## src/rtl/pst_pkg.sv

```systemverilog
package pst_pkg;

    localparam int PST_NUM_WIN   = 4;
    localparam int PST_BUS_AW    = 32;
    localparam int PST_DMA_AW    = 34;
    localparam int PST_DW        = 64;
    localparam int PST_WIN_LSB   = 20;
    localparam int PST_PAGE_LSB  = 13;
    localparam int PST_PTE_SHIFT = 10;
    localparam int PST_PFN_SHIFT = 12;

    localparam logic [1:0]  SIZE_DWORD = 2'd3;
    localparam logic [63:0] CTRL_RST   = 64'h0000_0021_0010_0000;

    typedef enum logic [1:0] {
        ST_IDLE  = 2'd0,
        ST_FETCH = 2'd1,
        ST_WAIT  = 2'd2,
        ST_HOLD  = 2'd3
    } pst_state_e;

endpackage

```

## src/rtl/pst_csr_bank.sv

```systemverilog
module pst_csr_bank
    import pst_pkg::*;
#(
    parameter int NUM_WIN = PST_NUM_WIN,
    parameter int DW      = PST_DW,
    localparam int NREG   = 3 * NUM_WIN + 4,
    localparam int IW     = $clog2(NREG)
) (
    input  logic          clk,
    input  logic          rst_n,
    input  logic          csr_req,
    input  logic          csr_we,
    input  logic [IW-1:0] csr_idx,
    input  logic [1:0]    csr_size,
    input  logic [DW-1:0] csr_wdata,
    output logic          csr_ack,
    output logic          csr_rej,
    output logic [DW-1:0] csr_rdata,
    output logic [DW-1:0] base_o [NUM_WIN],
    output logic [DW-1:0] mask_o [NUM_WIN],
    output logic [DW-1:0] xl_o   [NUM_WIN]
);

    localparam int IDX_CTRL  = 3 * NUM_WIN;
    localparam int IDX_ERR   = IDX_CTRL + 1;

    logic          size_ok;
    logic          wr_ok;
    logic [DW-1:0] ctrl_q;
    logic [DW-1:0] rd_mux;

    assign size_ok = (csr_size == SIZE_DWORD);
    assign wr_ok   = csr_req && csr_we && size_ok;

    for (genvar w = 0; w < NUM_WIN; w++) begin : g_win_regs
        always_ff @(posedge clk) begin
            if (!rst_n) begin
                base_o[w] <= '0;
                mask_o[w] <= '0;
                xl_o[w]   <= '0;
            end else if (wr_ok) begin
                if (csr_idx == IW'(w))
                    base_o[w] <= csr_wdata;
                if (csr_idx == IW'(NUM_WIN + w))
                    mask_o[w] <= csr_wdata;
                if (csr_idx == IW'(2 * NUM_WIN + w))
                    xl_o[w] <= csr_wdata;
            end
        end
    end

    always_ff @(posedge clk) begin
        if (!rst_n)
            ctrl_q <= DW'(CTRL_RST);
        else if (wr_ok && csr_idx == IW'(IDX_CTRL))
            ctrl_q <= csr_wdata;
    end

    // Error, error-mask and invalidate-all indices fall through to zero.
    always_comb begin
        rd_mux = '0;
        for (int w = 0; w < NUM_WIN; w++) begin
            if (csr_idx == IW'(w))
                rd_mux = base_o[w];
            if (csr_idx == IW'(NUM_WIN + w))
                rd_mux = mask_o[w];
            if (csr_idx == IW'(2 * NUM_WIN + w))
                rd_mux = xl_o[w];
        end
        if (csr_idx == IW'(IDX_CTRL))
            rd_mux = ctrl_q;
    end

    always_ff @(posedge clk) begin
        if (!rst_n) begin
            csr_ack   <= 1'b0;
            csr_rej   <= 1'b0;
            csr_rdata <= '0;
        end else begin
            csr_ack   <= csr_req;
            csr_rej   <= csr_req && !size_ok;
            csr_rdata <= (csr_req && size_ok && !csr_we) ? rd_mux : '0;
        end
    end


    size_reject_chk: assert property (@(posedge clk) disable iff (!rst_n)
        (csr_req && csr_size != SIZE_DWORD) |=> (csr_rej && csr_rdata == '0));


    fixed_zero_chk: assert property (@(posedge clk) disable iff (!rst_n)
        (csr_req && !csr_we && csr_idx >= IW'(IDX_ERR)) |=> (csr_rdata == '0));

endmodule

```

## src/rtl/pst_win_match.sv

```systemverilog
module pst_win_match
    import pst_pkg::*;
#(
    parameter int NUM_WIN   = PST_NUM_WIN,
    parameter int BUS_AW    = PST_BUS_AW,
    parameter int DMA_AW    = PST_DMA_AW,
    parameter int DW        = PST_DW,
    parameter int WIN_LSB   = PST_WIN_LSB,
    parameter int PAGE_LSB  = PST_PAGE_LSB,
    parameter int PTE_SHIFT = PST_PTE_SHIFT
) (
    input  logic              clk,
    input  logic              rst_n,
    input  logic [BUS_AW-1:0] bus_addr,
    input  logic [DW-1:0]     base_i [NUM_WIN],
    input  logic [DW-1:0]     mask_i [NUM_WIN],
    input  logic [DW-1:0]     xl_i   [NUM_WIN],
    output logic              hit_o,
    output logic              sg_o,
    output logic [DMA_AW-1:0] pte_o,
    output logic [DMA_AW-1:0] direct_o
);

    localparam int FW = BUS_AW - WIN_LSB;
    localparam int WW = (NUM_WIN > 1) ? $clog2(NUM_WIN) : 1;
    localparam logic [DW-1:0] PG_MASK =
        ((DW'(1) << WIN_LSB) - DW'(1)) & ~((DW'(1) << PAGE_LSB) - DW'(1));

    logic [NUM_WIN-1:0] hit_vec;
    logic [NUM_WIN-1:0] sg_vec;
    logic [FW-1:0]      fmsk     [NUM_WIN];
    logic [DW-1:0]      ba_mask  [NUM_WIN];
    logic [DW-1:0]      pte_full [NUM_WIN];
    logic [DW-1:0]      dir_full [NUM_WIN];
    logic [NUM_WIN-1:0] bits_unused;
    logic [WW-1:0]      sel;

    for (genvar w = 0; w < NUM_WIN; w++) begin : g_win
        assign fmsk[w]    = mask_i[w][BUS_AW-1:WIN_LSB];
        assign hit_vec[w] = base_i[w][0] &&
            ((bus_addr[BUS_AW-1:WIN_LSB] & ~fmsk[w]) == base_i[w][BUS_AW-1:WIN_LSB]);
        assign sg_vec[w]  = base_i[w][1];
        assign ba_mask[w] = DW'({fmsk[w], {WIN_LSB{1'b0}}}) | PG_MASK;
        assign pte_full[w] =
            (xl_i[w] & ~((ba_mask[w] >> PTE_SHIFT) | DW'(7))) |
            ((DW'(bus_addr) & ba_mask[w]) >> PTE_SHIFT);
        assign dir_full[w] =
            xl_i[w] | DW'(bus_addr & {fmsk[w], {WIN_LSB{1'b1}}});
        assign bits_unused[w] = ^{base_i[w][DW-1:BUS_AW], base_i[w][WIN_LSB-1:2],
                                  mask_i[w][DW-1:BUS_AW], mask_i[w][WIN_LSB-1:0],
                                  pte_full[w][DW-1:DMA_AW], dir_full[w][DW-1:DMA_AW]};
    end

    // Lowest index wins: scan downward so the last assignment is the lowest hit.
    always_comb begin
        sel = '0;
        for (int w = NUM_WIN - 1; w >= 0; w--) begin
            if (hit_vec[w])
                sel = WW'(w);
        end
    end

    assign hit_o    = |hit_vec;
    assign sg_o     = sg_vec[sel];
    assign pte_o    = pte_full[sel][DMA_AW-1:0];
    assign direct_o = dir_full[sel][DMA_AW-1:0];


    prio_lowest_chk: assert property (@(posedge clk) disable iff (!rst_n)
        hit_o |-> (hit_vec[sel] &&
                   ((hit_vec & ((NUM_WIN'(1) << sel) - NUM_WIN'(1))) == '0)));

endmodule

```

## src/rtl/pst_seq.sv

```systemverilog
module pst_seq
    import pst_pkg::*;
#(
    parameter int DMA_AW    = PST_DMA_AW,
    parameter int DW        = PST_DW,
    parameter int PAGE_LSB  = PST_PAGE_LSB,
    parameter int PFN_SHIFT = PST_PFN_SHIFT
) (
    input  logic                clk,
    input  logic                rst_n,
    input  logic                tr_valid,
    output logic                tr_ready,
    input  logic [PAGE_LSB-1:0] tr_off,
    input  logic                m_hit,
    input  logic                m_sg,
    input  logic [DMA_AW-1:0]   m_pte,
    input  logic [DMA_AW-1:0]   m_direct,
    output logic                res_valid,
    input  logic                res_ready,
    output logic [DMA_AW-1:0]   res_addr,
    output logic                res_miss,
    output logic                mem_req_valid,
    input  logic                mem_req_ready,
    output logic [DMA_AW-1:0]   mem_req_addr,
    input  logic                mem_rsp_valid,
    input  logic [DW-1:0]       mem_rsp_data
);

    pst_state_e          state_q, state_d;
    logic [DMA_AW-1:0]   pte_q;
    logic [PAGE_LSB-1:0] off_q;
    logic [DMA_AW-1:0]   res_q;
    logic                miss_q;

    always_ff @(posedge clk) begin
        if (!rst_n)
            state_q <= ST_IDLE;
        else
            state_q <= state_d;
    end

    always_comb begin
        state_d       = state_q;
        tr_ready      = 1'b0;
        mem_req_valid = 1'b0;
        res_valid     = 1'b0;
        unique case (state_q)
            ST_IDLE: begin
                tr_ready = 1'b1;
                if (tr_valid)
                    state_d = (m_hit && m_sg) ? ST_FETCH : ST_HOLD;
            end
            ST_FETCH: begin
                mem_req_valid = 1'b1;
                if (mem_req_ready)
                    state_d = ST_WAIT;
            end
            ST_WAIT: begin
                if (mem_rsp_valid)
                    state_d = ST_HOLD;
            end
            ST_HOLD: begin
                res_valid = 1'b1;
                if (res_ready)
                    state_d = ST_IDLE;
            end
            default: state_d = ST_IDLE;
        endcase
    end

    always_ff @(posedge clk) begin
        if (!rst_n) begin
            pte_q  <= '0;
            off_q  <= '0;
            res_q  <= '0;
            miss_q <= 1'b0;
        end else begin
            if (state_q == ST_IDLE && tr_valid) begin
                pte_q  <= m_pte;
                off_q  <= tr_off;
                res_q  <= m_hit ? m_direct : '0;
                miss_q <= !m_hit;
            end
            if (state_q == ST_WAIT && mem_rsp_valid) begin
                res_q  <= DMA_AW'({mem_rsp_data[DW-1:1], 1'b0} << PFN_SHIFT) |
                          DMA_AW'(off_q);
                miss_q <= 1'b0;
            end
        end
    end

    assign mem_req_addr = pte_q;
    assign res_addr     = res_q;
    assign res_miss     = miss_q;


    res_hold_chk: assert property (@(posedge clk) disable iff (!rst_n)
        (res_valid && !res_ready) |=>
            (res_valid && $stable(res_addr) && $stable(res_miss)));


    mem_hold_chk: assert property (@(posedge clk) disable iff (!rst_n)
        (mem_req_valid && !mem_req_ready) |=> (mem_req_valid && $stable(mem_req_addr)));


    miss_zero_chk: assert property (@(posedge clk) disable iff (!rst_n)
        (res_valid && res_miss) |-> (res_addr == '0));

endmodule

```

## src/rtl/pci_sg_translator.sv

```systemverilog
module pci_sg_translator
    import pst_pkg::*;
#(
    parameter int NUM_WIN = PST_NUM_WIN,
    parameter int BUS_AW  = PST_BUS_AW,
    parameter int DMA_AW  = PST_DMA_AW,
    parameter int DW      = PST_DW
) (
    input  logic                             clk,
    input  logic                             rst_n,
    input  logic                             csr_req,
    input  logic                             csr_we,
    input  logic [$clog2(3*NUM_WIN+4)-1:0]   csr_idx,
    input  logic [1:0]                       csr_size,
    input  logic [DW-1:0]                    csr_wdata,
    output logic                             csr_ack,
    output logic                             csr_rej,
    output logic [DW-1:0]                    csr_rdata,
    input  logic                             tr_valid,
    output logic                             tr_ready,
    input  logic [BUS_AW-1:0]                tr_addr,
    output logic                             res_valid,
    input  logic                             res_ready,
    output logic [DMA_AW-1:0]                res_addr,
    output logic                             res_miss,
    output logic                             mem_req_valid,
    input  logic                             mem_req_ready,
    output logic [DMA_AW-1:0]                mem_req_addr,
    input  logic                             mem_rsp_valid,
    input  logic [DW-1:0]                    mem_rsp_data
);

    logic [DW-1:0]     base_w [NUM_WIN];
    logic [DW-1:0]     mask_w [NUM_WIN];
    logic [DW-1:0]     xl_w   [NUM_WIN];
    logic              m_hit;
    logic              m_sg;
    logic [DMA_AW-1:0] m_pte;
    logic [DMA_AW-1:0] m_direct;

    pst_csr_bank #(
        .NUM_WIN (NUM_WIN),
        .DW      (DW)
    ) u_csr (
        .clk       (clk),
        .rst_n     (rst_n),
        .csr_req   (csr_req),
        .csr_we    (csr_we),
        .csr_idx   (csr_idx),
        .csr_size  (csr_size),
        .csr_wdata (csr_wdata),
        .csr_ack   (csr_ack),
        .csr_rej   (csr_rej),
        .csr_rdata (csr_rdata),
        .base_o    (base_w),
        .mask_o    (mask_w),
        .xl_o      (xl_w)
    );

    pst_win_match #(
        .NUM_WIN   (NUM_WIN),
        .BUS_AW    (BUS_AW),
        .DMA_AW    (DMA_AW),
        .DW        (DW),
        .WIN_LSB   (PST_WIN_LSB),
        .PAGE_LSB  (PST_PAGE_LSB),
        .PTE_SHIFT (PST_PTE_SHIFT)
    ) u_match (
        .clk      (clk),
        .rst_n    (rst_n),
        .bus_addr (tr_addr),
        .base_i   (base_w),
        .mask_i   (mask_w),
        .xl_i     (xl_w),
        .hit_o    (m_hit),
        .sg_o     (m_sg),
        .pte_o    (m_pte),
        .direct_o (m_direct)
    );

    pst_seq #(
        .DMA_AW    (DMA_AW),
        .DW        (DW),
        .PAGE_LSB  (PST_PAGE_LSB),
        .PFN_SHIFT (PST_PFN_SHIFT)
    ) u_seq (
        .clk           (clk),
        .rst_n         (rst_n),
        .tr_valid      (tr_valid),
        .tr_ready      (tr_ready),
        .tr_off        (tr_addr[PST_PAGE_LSB-1:0]),
        .m_hit         (m_hit),
        .m_sg          (m_sg),
        .m_pte         (m_pte),
        .m_direct      (m_direct),
        .res_valid     (res_valid),
        .res_ready     (res_ready),
        .res_addr      (res_addr),
        .res_miss      (res_miss),
        .mem_req_valid (mem_req_valid),
        .mem_req_ready (mem_req_ready),
        .mem_req_addr  (mem_req_addr),
        .mem_rsp_valid (mem_rsp_valid),
        .mem_rsp_data  (mem_rsp_data)
    );

endmodule

```

## config.mk

```make
export PLATFORM = sky130hd
export DESIGN_NAME = pci_sg_translator
export DESIGN_NICKNAME = d
export VERILOG_FILES = /design/src/rtl/pst_pkg.sv /design/src/rtl/pst_csr_bank.sv /design/src/rtl/pst_win_match.sv /design/src/rtl/pst_seq.sv /design/src/rtl/pci_sg_translator.sv
export SDC_FILE = /design/constraint.sdc
export NUM_CORES = 2
export LEC_CHECK = 0
export BUFFER_PORTS_ARGS = -buffer_cell sky130_fd_sc_hd__buf_2
export CELL_PAD_IN_SITES_DETAIL_PLACEMENT = 0
export CELL_PAD_IN_SITES_GLOBAL_PLACEMENT = 1
export CORE_ASPECT_RATIO = 1.2
export CORE_MARGIN = 1
export CORE_UTILIZATION = 48
export CTS_CLUSTER_SIZE = 30
export DETAILED_ROUTE_END_ITERATION = 10
export PLACE_DENSITY = 0.92
export SYNTH_ARGS = -nofsm -noshare
export SYNTH_HDL_FRONTEND = slang
export SYNTH_SLANG_ARGS = --single-unit
```

## constraint.sdc

```tcl
create_clock -name clk -period 5.62 [get_ports clk]
set_input_delay 0 -clock clk [delete_from_list [all_inputs] [get_ports clk]]
set_output_delay 0 -clock clk [all_outputs]
set_load 0.05 [all_outputs]
```

After elaboration in Yosys (flattened, before gate mapping)
Cells that the tools add are included.
{ "totals": {"in_bits": 174, "word_cells": 154, "output_inout_bits": 138, "register_bits": 982} }
{ "op_classes": {"n_eq_ne": 24, "n_mux": 37, "n_lt_le_gt_ge": 2, "n_reduce_logical": 35, "bitwise_logic": 35} }
{ "op_table": {"columns": ["op", "n"], "rows": [
  ["2-to-1 mux 64 bit", 13],
  ["AND 32 bit", 8],
  ["AND 64 bit", 4],
  ["binary-select mux 64 bit (select 2 bit)", 2],
  ["inverter 22 -> 64 bit", 4],
  ["OR 64 x 54 -> 64 bit", 4],
  ["OR 64 bit", 4],
  ["2-to-1 mux 34 bit", 7],
  ["AND 12 bit", 4],
  ["== test 12 bit", 4],
  ["inverter 12 bit", 4],
  ["OR 34 x 13 -> 34 bit", 1],
  ["AND reduction 2 bit", 13],
  ["== test 4 bit, second input constant", 5],
  ["2-to-1 mux 2 bit", 9],
  ["== test 4 x 3 -> 1 bit, second input constant", 4],
  ["logical AND 1 bit", 13],
  ["== test 4 x 2 -> 1 bit, second input constant", 2],
  ["!= test 2 bit, second input constant", 4],
  ["one-hot mux 2 bit (4 select lines)", 1],
  ["== test 2 bit, second input constant", 3],
  ["== test 4 x 1 -> 1 bit, second input constant", 1],
  ["logical NOT 4 bit", 1],
  ["2-to-1 mux 1 bit", 4],
  ["12 further kinds", 14]
]} }

Logic depth before layout (Yosys ltp)
{ "logic_depth": {"ltp_word": 15, "ltp_mapped": 13, "depth_no_buf": 9} }

Cells and area by module
A second synthesis with hierarchy kept.
{ "unflattened": {"cells_unflattened": 6140, "hier_area_um2": 48511.5} }
{ "modules_own_cells": {"columns": ["module", "cells_each", "seq_area_each_um2", "n_inst", "area_per_inst_um2"], "rows": [
  ["pst_csr_bank", 5093, 17977.2, 1, 40800.4],
  ["pst_win_match", 680, 0.0, 1, 4493.1],
  ["pst_seq", 367, 1681.6, 1, 3218.1]
]} }

Worst setup path after synthesis
No wires, ideal clock.
{ "synth_path": {"path_type": "register to register", "start": "register u_csr.mask_o[95] (netlist bit)", "end": "register u_seq.res_q[27], in the netlist u_seq.res_addr[27]", "required_time_ns": 5.493, "n_path_buf": 1, "stages_incl_launch_ff": 11, "arrival_ns": 2.430, "synth_period_minus_slack_ns": 2.557, "setup_ns": 0.127, "path_slack_ns": 3.063, "cell_sequence": "dfxtp_1 -> nor2b_1 -> xnor2_2 -> nand4_1 -> or4_4 -> a21oi_4 -> nor2_8 -> buf_6 -> mux2_4 -> a211oi_1 -> o31ai_1"} }
{ "synth_via": {"elab_chain_cells": 14, "word_cells_on_any_way": 15, "classes_between": "eq/ne: 1; mux: 9; bitwise: 3; reduce/logical: 2"} }
{ "synth_rtl": {"columns": ["item", "line_no", "source"], "rows": [
  ["from (decl)", "pst_csr_bank.sv:20", "output logic [DW-1:0] mask_o [NUM_WIN],"],
  ["from (signal, indexed assignment)", "pst_csr_bank.sv:45", "mask_o[w] <= csr_wdata;"],
  ["inverter 12 bit *", "pst_win_match.sv:41", "((bus_addr[BUS_AW-1:WIN_LSB] & ~fmsk[w]) == base_i[w][BUS_AW-1:WIN_LSB]);"],
  ["AND 12 bit *", "pst_win_match.sv:41", null],
  ["== test 12 bit *", "pst_win_match.sv:41", null],
  ["logical AND 1 bit *", "pst_win_match.sv:40", "assign hit_vec[w] = base_i[w][0] &&"],
  ["2-to-1 mux 2 bit (3 in a row)", "pst_win_match.sv:58", "if (hit_vec[w])"],
  ["inverter 2 -> 3 bit (not written as such)", "pst_win_match.sv:66", "assign direct_o = dir_full[sel][DMA_AW-1:0];"],
  ["binary-select mux 64 bit (select 2 bit)", "pst_win_match.sv:66", null],
  ["2-to-1 mux 34 bit (not written as such) (2 in a row)", "pst_win_match.sv:66", null],
  ["2-to-1 mux 34 bit *", "pst_seq.sv:81", "res_q <= m_hit ? m_direct : '0;"],
  ["2-to-1 mux 34 bit *", "pst_seq.sv:78", "if (state_q == ST_IDLE && tr_valid) begin"],
  ["2-to-1 mux 34 bit *", "pst_seq.sv:84", "if (state_q == ST_WAIT && mem_rsp_valid) begin"],
  ["to (signal assigned)", "pst_seq.sv:81", null],
  ["to (signal assigned)", "pst_seq.sv:85", "res_q <= DMA_AW'({mem_rsp_data[DW-1:1], 1'b0} << PFN_SHIFT) |"],
  ["to (decl)", "pst_seq.sv:32", "logic [DMA_AW-1:0] res_q;"]
]} }
Mark *: on every way between the ends. The rest lies on a longest branch, timed or not. The select of a mux whose other input is x is not followed.
A chain may end at the register's enable or synchronous reset.

Final worst setup path
{ "layout_path": {"start": "register u_csr.mask_o[151] (netlist bit)", "end": "register u_seq.res_q[31], in the netlist u_seq.res_addr[31]"} }
{ "layout_via": {"elab_chain_cells": 13, "word_cells_on_any_way": 14, "classes_between": "eq/ne: 1; mux: 8; bitwise: 3; reduce/logical: 2"} }
{ "layout_rtl": {"columns": ["item", "line_no"], "rows": [
  ["inverter 12 bit *", "pst_win_match.sv:41"],
  ["AND 12 bit *", "pst_win_match.sv:41"],
  ["== test 12 bit *", "pst_win_match.sv:41"],
  ["logical AND 1 bit *", "pst_win_match.sv:40"],
  ["2-to-1 mux 2 bit (2 in a row)", "pst_win_match.sv:58"],
  ["inverter 2 -> 3 bit (not written as such)", "pst_win_match.sv:66"],
  ["binary-select mux 64 bit (select 2 bit)", "pst_win_match.sv:66"],
  ["2-to-1 mux 34 bit (not written as such) (2 in a row)", "pst_win_match.sv:66"],
  ["2-to-1 mux 34 bit *", "pst_seq.sv:81"],
  ["2-to-1 mux 34 bit *", "pst_seq.sv:78"],
  ["2-to-1 mux 34 bit *", "pst_seq.sv:84"]
]} }
Marks and branches as above.

==> impl_metrics.toml <==
[synthesis]
synth-seq-cells = 979
synthesized_netlist_cell_count = 5415
synth.most_common_cell = "nand2_1"
yosysWarnings = 0
ys_top_cells_by_count = "nand2_1 (1832), dfxtp_1 (979), a21oi_1 (952), clkbuf_1 (450), a22oi_1 (214)"
synth_area_sq_um = 41500
synth_edf_count = 0
post_synth.cell_area_avg_sq_um = 7.67
synth_flop_cell = "dfxtp_1"
post_synth_main_area_contributors = "dfxtp_1 (47%), nand2_1 (17%), a21oi_1 (11%)"
sequential_fraction_of_the_synthesis_area = 0.472
synth_top_area_frac = 0.472
yosys.cell_types.count = 68
synth_async_reset_ratio = 0
yosysTopAreaCell = "dfxtp_1"

[critical_path]
critical_path_required_time_ns = 6.20
crit_fanout = 44
endpoint_kind = "flop"
worst-endpoint-arrival_ns = 5.00
timing.setup.critical_path_class = "reg2reg"
crit_path_start_kind = "flop"

[route]
wirelength_um = 162000
final_antenna_net_count = 0
vias_per_cell = 6.06
vias = 40800
drt-initial-drc-count = 5007
drt-wirelength-per-cell_um = 24.1
drc = 0
drt_pre_antenna_iters = 9

[timing]
tightest_slew_ns = 1.21
timing_max_transition_violations_final = 0
rsz0062_at_grt = "no"
clock.fmax_mhz = 226
setup-violations-final = 0
setup_tns_ns = 0
timing_hold_violations_final = 0
post-route-min-period_ns = 4.42
relSlewSlack = 0.196
post_route_clock_period_utilization = 0.787
final.setup_skew_ns = 0.0332

[placement]
port-buffer-count = 265
place.detailed.hpwl_um = 95000
globalplace.congestion = 1.01

[min_path]
min_path_type = "in2reg"

[cts]
clk_transition_reported_paths_ns = 0.06
cts-buffers-inserted = 99
cts_htree_levels = 3
cts_tree = "built"
postCtsSetupRepairBufs = 0
cts.sinks = 979
root_buffer_selected_by_cts = "clkbuf_16"
post_cts_resized = 0
cts.path.max_buffers = 3
clock_latency_reported_for_the_late_side_of_the_worst_skew_pair_ns = 0.70

[global_route]
global_route_wire_length_before_repair_um = 239000
track_usage = 0.357
grt_max_degree = 204
first_global_vias = 38200
global_route_total_overflow = 0
grt_antenna_before_repair = 9

[final_layout]
drive_gt1_frac = 0.108
finish.net_count = 5695
area.growth.synth_to_final_pct = 16.2
final_core_utilization = 0.566

[floorplanning]
floorplan.die_area_sq_um = 87700
io-pin-count = 312
start_util = 0.487
std_cell_rows = 117
fp.coreArea_sq_um = 85200
die_h_um = 324
die-width_um = 270

[job]
cap_violations = 0

[pwr]
power-per-cell-area_nw_per_um2 = 320
static-leakage-power_nw = 16.4
max-vdd-ir-drop_uv = 451

[outcome]
result_of_the_run = "finished clean"
## area by class of cell
| class | count | area, sq um |
|---|---|---|
| flip-flops and latches | 979 | 19600 |
| well taps | 1130 | 1410 |
| diodes | 4 | 10.0 |
| clock buffers | 141 | 2950 |
| fillers | 7959 | 37000 |
| repair buffers | 487 | 3430 |
| clock inverters | 41 | 554 |
| inverters | 28 | 113 |
| multi-input cells | 3922 | 20200 |
## worst max-delay path, stage by stage (launching register included)
cell and delay, ns:
dfxtp_1 0.41, nor2b_1 0.08, xnor2_1 0.30, nand4_1 0.17, nor4_2 0.79, a21oi_4 0.23
nor2_8 0.86, mux2_2 0.42, a211oi_1 0.28, o32ai_1 0.13, dlygate4sd3_1 0.60
## path summary, 6_finish.rpt
path	endpoint	slack, ns	cells past startpoint	start
max reg2reg	u_seq.res_addr[31]$_SDFFE_PN0P_	1.20	10	u_csr.mask_o[151]$_SDFFE_PN0P_
min	u_csr.xl_o[222]$_SDFFE_PN0P_	0.07	5	csr_idx[1]
min reg2reg	u_csr.mask_o[63]$_SDFFE_PN0P_	0.45	2	u_csr.mask_o[63]$_SDFFE_PN0P_
max	u_seq.res_addr[31]$_SDFFE_PN0P_	1.20	10	u_csr.mask_o[151]$_SDFFE_PN0P_
## state kept, by name, summed over array words and instances, names as in the netlist
| name | flops |
|---|---|
| u_csr.csr_ack | 1 |
| u_seq.res_addr | 34 |
| u_csr.csr_rej | 1 |
| u_seq.res_miss | 1 |
| u_csr.ctrl_q | 64 |
| u_seq.mem_req_addr | 31 |
| u_csr.csr_rdata | 64 |
| u_seq.off_q | 13 |
| u_seq.state_q | 2 |
| u_csr.mask_o | 256 |
| u_csr.xl_o | 256 |
| u_csr.base_o | 256 |
## placed cells by master, fill, tap and decap left out, types with 10 or more instances in the layout
cell type / instances
dlygate4sd3_1: 135
nor2_4: 10
and3_1: 35
a222oi_1: 59
o21ai_1: 24
buf_2: 265
nand3_1: 94
a211oi_1: 22
buf_4: 79
nor2_1: 84
nor2b_1: 58
clkbuf_16: 100
o311a_1: 14
o21ai_0: 61
clkbuf_8: 29
a31oi_1: 23
nand2_1: 1818
a22oi_1: 214
clkinv_2: 19
nand4_1: 28
a21o_1: 16
bufinv_16: 10
inv_1: 27
a221oi_1: 54
dfxtp_1: 979
o211ai_1: 12
o22ai_1: 14
clkbuf_1: 12
a21oi_1: 952
a22o_1: 26
xnor2_1: 45
mux2_1: 28
mux2i_1: 53
nand2b_1: 14
and2_1: 14
o31ai_1: 12
## power breakdown
part	switching [mW]	total, mW	internal (mW)	leakage, nW
combinational	0.971	1.31	0.339	6.75
sequential	0.0528	7.07	7.02	7.89
clock	2.94	7.07	4.12	1.73
## logic make-up (layout without fill, tap and decap cells)
logic type | count (synthesis) | in the layout | share of synthesized area
simple gates | 2227 | 2227 | 0.218
compound gates | 1549 | 1549 | 0.226
flops | 979 | 979 | 0.472
buf+inv | 516 | 697 | 0.0488
mux | 91 | 91 | 0.0232
xor+xnor | 48 | 48 | 0.0107
fa+ha+maj | 4 | 4 | 0.00121
other cells | 1 | 7 | 0.0000903
## layer usage
layer  track usage  vias to the layer above  part of all wire
met1         0.442                    19300              0.38
met3        0.0669                      553              0.10
met4         0.197                        6             0.057
li1              -                    18700                 -
met2         0.587                     2280              0.46
met5             0                        -           0.00021
## repair_timing
| action | CTS | global route |
|---|---|---|
| hold buffers | 135 | 0 |
| hold endpoints to repair | 911 | 0 |
| endpoints found under the setup margin | 0 | 0 |
## through the flow
step / power, mW / hold slack (ns) / worst slack (ns) / cell area (sq um) / instances
after CTS: 15.5 / 0.0193 / 1.30 / 48200 / 6728
after detailed placement: 8.40 / 0.262 / 1.78 / 43400 / 6411
after global routing: 15.9 / 0.0980 / 0.966 / 48200 / 6730
final: 15.4 / 0.0689 / 1.20 / 48200 / 6732
after global placement: 8.39 / 0.256 / 1.83 / 43400 / 6411
after floorplan: 7.96 / 0.0900 / 3.06 / 41500 / 5417
No activity file was read; power rests on OpenSTA's default activity.
